[src/rtl/cfg_swap_pkg.sv]
package cfg_swap_pkg;

   // Number of words in one full handover and the index of the last word sent
   // through the site that was active when the request arrived.
   localparam int SEQ_LEN       = 10;
   localparam int LAST_OLD_WORD = 7;
   localparam int SITE_BIT      = 30;

   localparam logic [31:0] SYNC_WORD   = 32'hAA995566;
   localparam logic [31:0] NOOP_WORD   = 32'h20000000;
   localparam logic [31:0] DESYNC_CODE = 32'h0000000D;

   localparam logic [4:0] ADDR_CMD  = 5'h04;
   localparam logic [4:0] ADDR_CTL  = 5'h05;
   localparam logic [4:0] ADDR_MASK = 5'h06;

   typedef enum logic {SITE_TOP = 1'b0, SITE_BOT = 1'b1} site_t;
   typedef enum logic {ST_IDLE = 1'b0, ST_SEND = 1'b1} seq_state_t;

   // Single-word write header: type 1, write opcode, register address, count 1.
   function automatic logic [31:0] wr_header(input logic [4:0] addr);
      return {3'b001, 2'b10, 9'd0, addr, 2'b00, 11'd1};
   endfunction

endpackage

[src/rtl/swap_word_table.sv]
module swap_word_table
   import cfg_swap_pkg::*;
#(
   parameter int IDX_W = 4
) (
   input  logic [IDX_W-1:0] word_idx,
   input  logic             tgt_site,
   output logic [31:0]      word
);

   logic [31:0] site_word;

   always_comb begin
      site_word           = '0;
      site_word[SITE_BIT] = tgt_site;
   end

   always_comb begin
      case (int'(word_idx))
         0:       word = SYNC_WORD;
         1:       word = NOOP_WORD;
         2:       word = wr_header(ADDR_MASK);
         3:       word = 32'(1) << SITE_BIT;
         4:       word = wr_header(ADDR_CTL);
         5:       word = site_word;
         6:       word = wr_header(ADDR_CMD);
         7:       word = DESYNC_CODE;
         8:       word = SYNC_WORD;
         default: word = NOOP_WORD;
      endcase
   end

endmodule

[src/rtl/swap_lane_slicer.sv]
module swap_lane_slicer #(
   parameter int BUS_W  = 8,
   parameter int BEAT_W = 2
) (
   input  logic [31:0]       word,
   input  logic [BEAT_W-1:0] beat,
   output logic [BUS_W-1:0]  lane
);

   logic [31:0]      shifted;
   logic [BUS_W-1:0] chunk;

   // Beat 0 carries the most significant lane.
   assign shifted = word << (32'(beat) * 32'(BUS_W));
   assign chunk   = shifted[31 -: BUS_W];

   generate
      if (BUS_W == 8) begin : g_reverse
         always_comb begin
            for (int i = 0; i < BUS_W; i++) begin
               lane[i] = chunk[BUS_W-1-i];
            end
         end
      end else begin : g_straight
         assign lane = chunk;
      end
   endgenerate

endmodule

[src/rtl/swap_site_router.sv]
module swap_site_router #(
   parameter int BUS_W = 8
) (
   input  logic             act_site,
   input  logic             seq_busy,
   input  logic [BUS_W-1:0] seq_din,
   input  logic             usr_en,
   input  logic             usr_wr,
   input  logic [BUS_W-1:0] usr_din,
   output logic [BUS_W-1:0] usr_dout,
   output logic             top_en,
   output logic             top_wr,
   output logic [BUS_W-1:0] top_din,
   input  logic [BUS_W-1:0] top_dout,
   output logic             bot_en,
   output logic             bot_wr,
   output logic [BUS_W-1:0] bot_din,
   input  logic [BUS_W-1:0] bot_dout
);

   localparam int NSITE = 2;

   logic             src_en;
   logic             src_wr;
   logic [BUS_W-1:0] src_din;
   logic             site_en  [NSITE];
   logic             site_wr  [NSITE];
   logic [BUS_W-1:0] site_din [NSITE];

   // The sequencer owns the port while busy; otherwise the user path does.
   assign src_en  = seq_busy ? 1'b1 : usr_en;
   assign src_wr  = seq_busy ? 1'b1 : usr_wr;
   assign src_din = seq_busy ? seq_din : usr_din;

   generate
      for (genvar s = 0; s < NSITE; s++) begin : g_site
         logic picked;
         assign picked      = (act_site == 1'(s));
         assign site_en[s]  = picked & src_en;
         assign site_wr[s]  = picked & src_wr;
         assign site_din[s] = picked ? src_din : '0;
      end
   endgenerate

   assign top_en   = site_en[0];
   assign top_wr   = site_wr[0];
   assign top_din  = site_din[0];
   assign bot_en   = site_en[1];
   assign bot_wr   = site_wr[1];
   assign bot_din  = site_din[1];
   assign usr_dout = act_site ? bot_dout : top_dout;

endmodule

[src/rtl/cfg_site_switcher.sv]
module cfg_site_switcher
   import cfg_swap_pkg::*;
#(
   parameter int BUS_W = 8
) (
   input  logic             clk,
   input  logic             rst_n,
   input  logic             sw_req,
   input  logic             sw_target,
   output logic             sw_busy,
   output logic             sw_done,
   output logic             cur_site,
   input  logic             usr_en,
   input  logic             usr_wr,
   input  logic [BUS_W-1:0] usr_din,
   output logic [BUS_W-1:0] usr_dout,
   output logic             top_en,
   output logic             top_wr,
   output logic [BUS_W-1:0] top_din,
   input  logic [BUS_W-1:0] top_dout,
   output logic             bot_en,
   output logic             bot_wr,
   output logic [BUS_W-1:0] bot_din,
   input  logic [BUS_W-1:0] bot_dout
);

   localparam int BEATS  = 32 / BUS_W;
   localparam int BEAT_W = (BEATS > 1) ? $clog2(BEATS) : 1;
   localparam int IDX_W  = $clog2(SEQ_LEN);
   localparam logic [BEAT_W-1:0] LAST_BEAT = BEAT_W'(BEATS - 1);
   localparam logic [IDX_W-1:0]  LAST_IDX  = IDX_W'(SEQ_LEN - 1);
   localparam logic [IDX_W-1:0]  FLIP_IDX  = IDX_W'(LAST_OLD_WORD);

   generate
      if (BUS_W != 8 && BUS_W != 32) begin : g_bad_width
         $error("cfg_site_switcher: BUS_W must be 8 or 32");
      end
   endgenerate

   seq_state_t        state;
   logic [IDX_W-1:0]  word_idx;
   logic [BEAT_W-1:0] beat_idx;
   logic              act_site;
   logic              tgt_site;
   logic              done_q;
   logic [31:0]       cur_word;
   logic [BUS_W-1:0]  seq_lane;
   logic              last_beat;

   assign last_beat = (beat_idx == LAST_BEAT);

   always_ff @(posedge clk) begin
      if (!rst_n) begin
         state    <= ST_IDLE;
         word_idx <= '0;
         beat_idx <= '0;
         act_site <= SITE_TOP;
         tgt_site <= SITE_TOP;
         done_q   <= 1'b0;
      end else begin
         done_q <= 1'b0;
         case (state)
            ST_IDLE: begin
               if (sw_req) begin
                  if (sw_target == act_site) begin
                     done_q <= 1'b1;
                  end else begin
                     state    <= ST_SEND;
                     tgt_site <= sw_target;
                     word_idx <= '0;
                     beat_idx <= '0;
                  end
               end
            end
            default: begin
               if (last_beat) begin
                  beat_idx <= '0;
                  if (word_idx == FLIP_IDX) begin
                     act_site <= tgt_site;
                  end
                  if (word_idx == LAST_IDX) begin
                     state  <= ST_IDLE;
                     done_q <= 1'b1;
                  end else begin
                     word_idx <= word_idx + 1'b1;
                  end
               end else begin
                  beat_idx <= beat_idx + 1'b1;
               end
            end
         endcase
      end
   end

   swap_word_table #(.IDX_W(IDX_W)) u_table (
      .word_idx (word_idx),
      .tgt_site (tgt_site),
      .word     (cur_word)
   );

   swap_lane_slicer #(.BUS_W(BUS_W), .BEAT_W(BEAT_W)) u_slicer (
      .word (cur_word),
      .beat (beat_idx),
      .lane (seq_lane)
   );

   swap_site_router #(.BUS_W(BUS_W)) u_router (
      .act_site (act_site),
      .seq_busy (sw_busy),
      .seq_din  (seq_lane),
      .usr_en   (usr_en),
      .usr_wr   (usr_wr),
      .usr_din  (usr_din),
      .usr_dout (usr_dout),
      .top_en   (top_en),
      .top_wr   (top_wr),
      .top_din  (top_din),
      .top_dout (top_dout),
      .bot_en   (bot_en),
      .bot_wr   (bot_wr),
      .bot_din  (bot_din),
      .bot_dout (bot_dout)
   );

   assign sw_busy  = (state == ST_SEND);
   assign sw_done  = done_q;
   assign cur_site = act_site;

endmodule

[config.mk]
export PLATFORM = sky130hd
export DESIGN_NAME = cfg_site_switcher
export DESIGN_NICKNAME = d
export VERILOG_FILES = /design/src/rtl/cfg_swap_pkg.sv /design/src/rtl/swap_word_table.sv /design/src/rtl/swap_lane_slicer.sv /design/src/rtl/swap_site_router.sv /design/src/rtl/cfg_site_switcher.sv
export SDC_FILE = /design/constraint.sdc
export NUM_CORES = 1
export LEC_CHECK = 0
export BUFFER_PORTS_ARGS = -buffer_cell sky130_fd_sc_hd__buf_2
export CAP_MARGIN = 20
export CORE_MARGIN = 5
export CORE_UTILIZATION = 25
export CTS_BUF_LIST = sky130_fd_sc_hd__clkbuf_8
export CTS_CLUSTER_DIAMETER = 150
export DETAILED_ROUTE_END_ITERATION = 6
export SKIP_CTS_REPAIR_TIMING = 1
export SLEW_MARGIN = 30
export SYNTH_ARGS = -nofsm -noshare
export SYNTH_HDL_FRONTEND = slang
export SYNTH_SLANG_ARGS = --single-unit
[constraint.sdc]
create_clock -name clk -period 4.8 [get_ports clk]
set_clock_uncertainty 0.15 [all_clocks]
set_input_delay 0.24 -clock clk [delete_from_list [all_inputs] [get_ports clk]]
set_output_delay 0.24 -clock clk [all_outputs]
set_load 0.02 [all_outputs]
==> results.txt, run 1 <==
----------------------------------------------------
[Clocking]
  Root buffer selected by CTS ... sky130_fd_sc_hd__clkbuf_8
  CTS tree ... yes
  # clock sinks ... 10
  Number of buffers added by the clock tree synthesis step ... 3
  Count of H-tree levels built during CTS ... 1
  Register clock-pin slew on the reported worst setup and hold paths ... 50 ps
  Clock latency at the later pin of the worst-skew pair ... 240 ps
  Deepest clock path buffer count ... 2

[Layout]
  Post-route standard cell area excluding fillers ... 1391 µm²
  Diode insertion count for antenna repair ... 0
  Layout Cells excl Fill ... 241
  Final design utilization ... 34.53%
  Ratio of cells with drive above 1 in the final layout ... 40.31%
  Final Net Count ... 227
  Synth-to-Final Area Change ... 33.49%

[Die]
  Die Ht ... 74.57 µm
  Core Region ... 4029 µm²
  Row cnt ... 23
  I/O pin count ... 61
  Starting density of the core ... 25.87%
  Die Outline Area ... 5560 µm²
  Chip width ... 74.57 µm

[Power and ir drop]
  Power per unit of standard cell area ... 193.7 nW/µm²
  Static Leakage ... 0.6364 nW
  Maximum vdd ir drop ... 0.1696 mV
  Final Total Pwr ... 0.2695 mW

[Timing]
  Remaining max-slew budget at the tightest pin ... 43.04%
  Final hold violations ... 0
  Worst Tran Pin Value ... 853.3 ps
  Minimum period implied by the final worst setup slack ... 2538 ps
  Aggregate negative setup slack ... 0 ps
  Fin worst setup slack ... 2262 ps
  Setup Viol. Count Final ... 0
  Hold Worst Slack ... 142.1 ps
  Maximum operating frequency ... 394.1 MHz
  Max-slew violation count ... 0
  Post-route fraction of the period consumed by the critical path ... 52.87%
  RSZ-0062 raised after global routing ... no

[GRT]
  Global-route wire length before repair ... 4.574 mm
  Overall global routing resource usage ... 10.32%
  Vias in the first global route ... 1016
  Pin count of the biggest net entering global routing ... 24
  Initial antenna violation count ... 0
  Remaining global-route overflow ... 0

[Logic synthesis]
  Most instantiated cells after synthesis ... sky130_fd_sc_hd__nor2_1 (25), sky130_fd_sc_hd__dfxtp_1 (10), sky130_fd_sc_hd__a21oi_1 (9)
  #FFs+latches synth ... 10
  EDFF count, synth ... 0
  Area share of the largest cell type after synthesis ... 19.21%
  Most used flip-flop cell after synthesis ... sky130_fd_sc_hd__dfxtp_1
  Area of the mapped netlist ... 1042 µm²
  Number of library cell types mapped by synthesis ... 42
  Sequential fraction of the synthesis area ... 19.21%
  Proportion of synthesized flip-flops having asynchronous set or reset ... 0%
  Post-synth net total ... 172
  Syn Inst Count ... 137
  Ranking of synthesized cells by area ... sky130_fd_sc_hd__dfxtp_1 (19%), sky130_fd_sc_hd__nor2_1 (9.0%), sky130_fd_sc_hd__mux2_2 (8.6%), sky130_fd_sc_hd__ha_1 (6.0%), sky130_fd_sc_hd__a21oi_1 (4.3%)
  YS warnings ... 0
  Largest area contributor in the synthesized netlist ... sky130_fd_sc_hd__dfxtp_1
  Synthesized area divided by synthesized cell count ... 7.608 µm²
  Library cell with the highest instance count after synthesis ... sky130_fd_sc_hd__nor2_1

[Route]
  Avg Vias per Cell ... 4.656
  Count of nets left with antenna violations after detail routing ... 0
  Starting DRT DRC Count ... 69
  DRT Wirelength ... 2.906 mm
  Total number of vias ... 1122
  DRC violations left ... 0
  WL per Instance ... 12.06 µm
  Pre-antenna DRT Iters ... 4

[Setup path]
  Data required time of the critical path ... 4410 ps
  Critical path capture point ... bot_din[2]
  Critical Path Sink Type ... output port
  End of the worst register-to-register path ... word_idx[0]
  Signal arrival time at the worst endpoint ... 2150 ps
  Slowest Stage Delay on Critical Path ... 870 ps
  FF-to-FF path depth ... 4
  Crit. Startpoint ... cur_site
  Worst reg2reg path startpoint ... cur_site
  Largest fanout on the critical path ... 23
  Reg2Reg Setup Slack ... 2870 ps
  Crit path kind ... reg2out
  Cell with the largest stage delay on the worst path ... sky130_fd_sc_hd__dfxtp_1
  Critical path startpoint category ... flop
  Cells along the critical path ... inv_1 > o41ai_1 > buf_2

[Outcome]
  Result of the run ... completed

[Placed design]
  Cell area reported after detailed placement ... 1336 µm²
  Final Wtd Congestion ... 0.7667
  Pre-CTS worst setup slack ... 2547 ps
  Buffers added on ports ... 60
  Number of cells after detailed placement ... 237
  Sum of net half-perimeters after detailed placement ... 2.282 mm

[Hold path]
  Class of the worst hold path ... in2reg

[Run]
  Number of max-capacitance violations reported ... 0

----------------------------------------------------
[critical path, delay by kind of cell, from the launching register on]
family	cells	cell delay, ps
AOI/OAI and AO/OA	1	430
DFF	1	870
buffers and inverters	2	600
[layout by cell type (no fill, tap or decap), types with 2 or more instances in the layout]
cell type                   Yosys  layout
sky130_fd_sc_hd__buf_2          5      60
sky130_fd_sc_hd__nor2_1        25      25
sky130_fd_sc_hd__dfxtp_1       10      10
sky130_fd_sc_hd__a21oi_1        9       9
sky130_fd_sc_hd__mux2_2         8       8
sky130_fd_sc_hd__nor3_1         6       6
sky130_fd_sc_hd__nand3_1        6       6
sky130_fd_sc_hd__inv_1          5       5
sky130_fd_sc_hd__ha_1           5       5
sky130_fd_sc_hd__nand2b_1       4       4
sky130_fd_sc_hd__nor2b_1        4       4
sky130_fd_sc_hd__clkbuf_8       1       4
sky130_fd_sc_hd__xor2_1         3       3
sky130_fd_sc_hd__nand3b_1       3       3
sky130_fd_sc_hd__nor3b_1        3       3
sky130_fd_sc_hd__nand2_1        3       3
sky130_fd_sc_hd__mux2i_1        3       3
sky130_fd_sc_hd__nand4b_1       2       2
sky130_fd_sc_hd__o22ai_1        2       2
sky130_fd_sc_hd__o31ai_1        2       2
sky130_fd_sc_hd__o41ai_1        2       2
sky130_fd_sc_hd__a2111oi_0      2       2
sky130_fd_sc_hd__o21a_1         2       2
sky130_fd_sc_hd__nand4_1        2       2
[state kept, by name (all words and copies together) (netlist names)]
name	cells
beat_idx	2
tgt_site	1
word_idx	4
sw_busy	1
cur_site	1
sw_done	1
[worst min-delay path by stage]
| stage | startpoint | endpoint | slack [ps] | cells past startpoint |
|---|---|---|---|---|
| floorplan | rst_n | word_idx[0] | 210 | 1 |
| global placement | word_idx[1] | word_idx[1] | 390 | 2 |
| detailed placement | word_idx[1] | word_idx[1] | 390 | 2 |
| CTS | rst_n | word_idx[0] | 140 | 2 |
| global route | rst_n | word_idx[0] | 160 | 2 |
| finish | rst_n | word_idx[0] | 140 | 2 |
[routing by layer]
metal / part of all wire, % / track usage [%] / vias up
li1: - / - / 595
met1: 46 / 14.41 / 490
met2: 45 / 14.93 / 35
met3: 8.4 / 3.649 / 2
met4: 0.65 / 2.964 / 0
met5: 0 / 0 / -
[area by class of cell]
type | instances | area (µm²)
Timing Repair Buffer | 60 | 300.3
Inverter | 5 | 18.77
Tap cell | 50 | 62.56
Fill cell | 447 | 2638
Clock buffer | 4 | 55.05
Multi-Input combinational cell | 112 | 754.5
Sequential cell | 10 | 200.2
[cell families after synthesis]
logic type / count (synthesis) / share of synthesized area (%)
DFF: 10 / 19.21
buffers and inverters: 15 / 8.403
and+or+nand+nor: 64 / 32.17
muxes: 11 / 11.53
xor gates and xnor gates: 5 / 4.923
AOI/OAI and AO/OA: 27 / 17.77
adders and majority gates: 5 / 6.002
[power breakdown]
group | switching [mW] | total (mW) | internal (mW) | leakage (nW)
clock | 0.0353 | 0.108 | 0.0723 | 0.0288
combinational | 0.0390 | 0.0697 | 0.0308 | 0.526
sequential | 0.00664 | 0.0921 | 0.0855 | 0.0812
No activity file was read; power rests on OpenSTA's default activity.
==> run 2, diff against run 1 <==
- clock period: 4.8 -> 2.55 ns (I/O delays scaled with it)
==> run 2 against run 1 <==
Against the previous run:
- global-route usage fell by 0.49 points
- combinational power rose by 98%
- critical path depth rose by 4
- cell count rose by 0.41%
- cell area barely moved
- utilization barely moved
- critical endpoint is now bot_din[1]
- largest power group is now sequential cells
- sequential cell count did not move
- largest cell class unchanged
- highest routed layer unchanged
- clock power rose by 48%
- sequential share of layout area barely moved
- total power rose by 73%
- die area did not move
==> results.txt, run 2 (synthesis results as in run 1) <==
----------------------------------------------------
[Timing]
  Aggregate negative setup slack ... 0 ps (unchanged)
  Worst Tran Pin Value ... 504.9 ps (-348.3 ps)
  Hold Worst Slack ... 31.72 ps (-110.4 ps)
  Remaining max-slew budget at the tightest pin ... 66.29% (+23 points)
  Setup Viol. Count Final ... 0 (unchanged)
  RSZ-0062 raised after global routing ... no
  Post-route fraction of the period consumed by the critical path ... 86.95%
  Minimum period implied by the final worst setup slack ... 2217 ps
  Final hold violations ... 0 (unchanged)
  Max-slew violation count ... 0 (unchanged)
  Maximum operating frequency ... 451.0 MHz

[Clocking]
  Register clock-pin slew on the reported worst setup and hold paths ... 50 ps (about the same)
  Clock latency at the later pin of the worst-skew pair ... 230 ps (about the same)
  Count of H-tree levels built during CTS ... 1 (unchanged)
  Deepest clock path buffer count ... 2 (unchanged)
  # clock sinks ... 10 (unchanged)
  Root buffer selected by CTS ... sky130_fd_sc_hd__clkbuf_8
  Number of buffers added by the clock tree synthesis step ... 3 (unchanged)
  CTS tree ... yes

[Setup path]
  Signal arrival time at the worst endpoint ... 1940 ps (-210 ps)
  Data required time of the critical path ... 2270 ps (-2140 ps)
  Critical path startpoint category ... flop
  Slowest Stage Delay on Critical Path ... 420 ps (-450 ps)
  Cell with the largest stage delay on the worst path ... sky130_fd_sc_hd__dfxtp_1
  Largest fanout on the critical path ... 7 (-70%)
  Critical Path Sink Type ... output port
  Crit path kind ... reg2out
  Top delay family on crit path ... simple AND/OR/NAND/NOR gates
  Buffer and inverter count on the worst path ... 2 (unchanged)
  Cells along the critical path ... inv_1 > ha_1 > and2b_2 > or2_2 > o22ai_1 > nor2_1 > buf_2

[GRT]
  Met1 layer usage reported by global route ... 13.22% (-1.2 points)
  Initial antenna violation count ... 0 (unchanged)
  Pin count of the biggest net entering global routing ... 20 (-17%)
  Overall global routing resource usage ... 9.828% (-0.49 points)
  Global-route wire length before repair ... 4.333 mm (-5.3%)
  Global routing usage on met3 ... 1.351% (-2.3 points)
  Remaining global-route overflow ... 0 (unchanged)
  Most Crowded Layer GR ... met2
  Vias in the first global route ... 977 (-3.8%)
  Met2 usage in global routing ... 15.41% (+0.49 points)

[Layout]
  Diode insertion count for antenna repair ... 0 (unchanged)
  Final Net Count ... 229 (+0.88%)
  Ratio of cells with drive above 1 in the final layout ... 40.63% (+0.31 points)
  Most flop-heavy register ... word_idx
  Synth-to-Final Area Change ... 33.61% (about the same)
  Number of flip-flops under the largest register name ... 4 (unchanged)
  Top library cells by usage in the layout, fill and taps aside ... sky130_fd_sc_hd__buf_2 (60), sky130_fd_sc_hd__nor2_1 (25), sky130_fd_sc_hd__dfxtp_1 (10), sky130_fd_sc_hd__a21oi_1 (9), sky130_fd_sc_hd__mux2_2 (8)
  Top Registers ... word_idx (4), beat_idx (2)
  Most common cell after layout, fill and taps aside ... sky130_fd_sc_hd__buf_2
  Post-route standard cell area excluding fillers ... 1393 µm² (about the same)
  Final design utilization ... 34.57% (about the same)

[Die]
  Die Outline Area ... 5560 µm² (unchanged)
  Die Ht ... 74.57 µm (unchanged)
  Starting density of the core ... 25.87% (unchanged)
  Core Region ... 4029 µm² (unchanged)
  Chip width ... 74.57 µm (unchanged)
  Row cnt ... 23 (unchanged)
  I/O pin count ... 61 (unchanged)

[Route]
  Starting DRT DRC Count ... 90 (+30%)
  Pre-antenna DRT Iters ... 4 (unchanged)
  DRT Wirelength ... 2.921 mm (+0.52%)
  Total number of vias ... 1132 (+0.89%)
  WL per Instance ... 12.07 µm (+0.10%)
  Avg Vias per Cell ... 4.678 (+0.47%)
  Count of nets left with antenna violations after detail routing ... 0 (unchanged)
  DRC violations left ... 0 (unchanged)

[Placed design]
  Cell area reported after detailed placement ... 1351 µm² (+1.1%)
  Sum of net half-perimeters after detailed placement ... 2.292 mm (+0.44%)
  Final Wtd Congestion ... 0.8273 (+7.9%)
  Buffers added on ports ... 60 (unchanged)

[Run]
  Number of max-capacitance violations reported ... 0 (unchanged)

[Power and ir drop]
  Maximum vdd ir drop ... 0.2555 mV (+51%)
  Power per unit of standard cell area ... 335.2 nW/µm² (+73%)
  Static Leakage ... 0.6398 nW (+0.54%)

[Outcome]
  Result of the run ... completed

[Hold path]
  Class of the worst hold path ... in2reg

----------------------------------------------------
==> run 2: power by group <==
group / leakage [nW] / internal [mW] / switching, mW
Sequential: 0.0812 / 0.161 / 0.00767
Combinational: 0.537 / 0.0595 / 0.0782
Clock: 0.0216 / 0.103 / 0.0574
==> run 2: layout make-up <==
cell class              instances  area (µm²)
inverters                       5       18.77
clock buffers                   3       41.29
multi-input cells             112       754.5
flip-flops and latches         10       200.2
fillers                       453        2636
well taps                      50       62.56
repair buffers                 62       315.3
==> run 2: path summary, 6_finish.rpt <==
kind | from | end | slack [ps] | depth (start not counted)
max reg2reg | beat_idx[0] | word_idx[0] | 760 | 5
max | word_idx[0] | bot_din[1] | 330 | 7
min | rst_n | word_idx[0] | 30 | 2
min reg2reg | word_idx[1] | word_idx[1] | 390 | 2
==> run 2: worst reg2reg max path: cells and delay by family, from the launching register on <==
kind | cells | cell delay (ps)
and+or+nand+nor | 3 | 490
DFF | 1 | 630
AOI/OAI and AO/OA | 1 | 160
adders and majority gates | 1 | 270
==> run 2: metal layers <==
| layer | vias to the layer above | part of all wire (%) |
|---|---|---|
| met1 | 490 | 47 |
| met2 | 36 | 44 |
| li1 | 602 | - |
| met4 | 0 | 1.6 |
| met3 | 4 | 7.2 |
| met5 | - | 0 |
==> run 2: metrics by stage <==
step / setup WS, ps / cells / power [mW]
floorplan: 559.5 / 137 / 0.2594
finish: 332.9 / 242 / 0.4668
global route: 47.49 / 242 / 0.4968
detailed placement: 599.3 / 239 / 0.3101
CTS: 326.3 / 242 / 0.4765
global placement: 634.5 / 239 / 0.3093
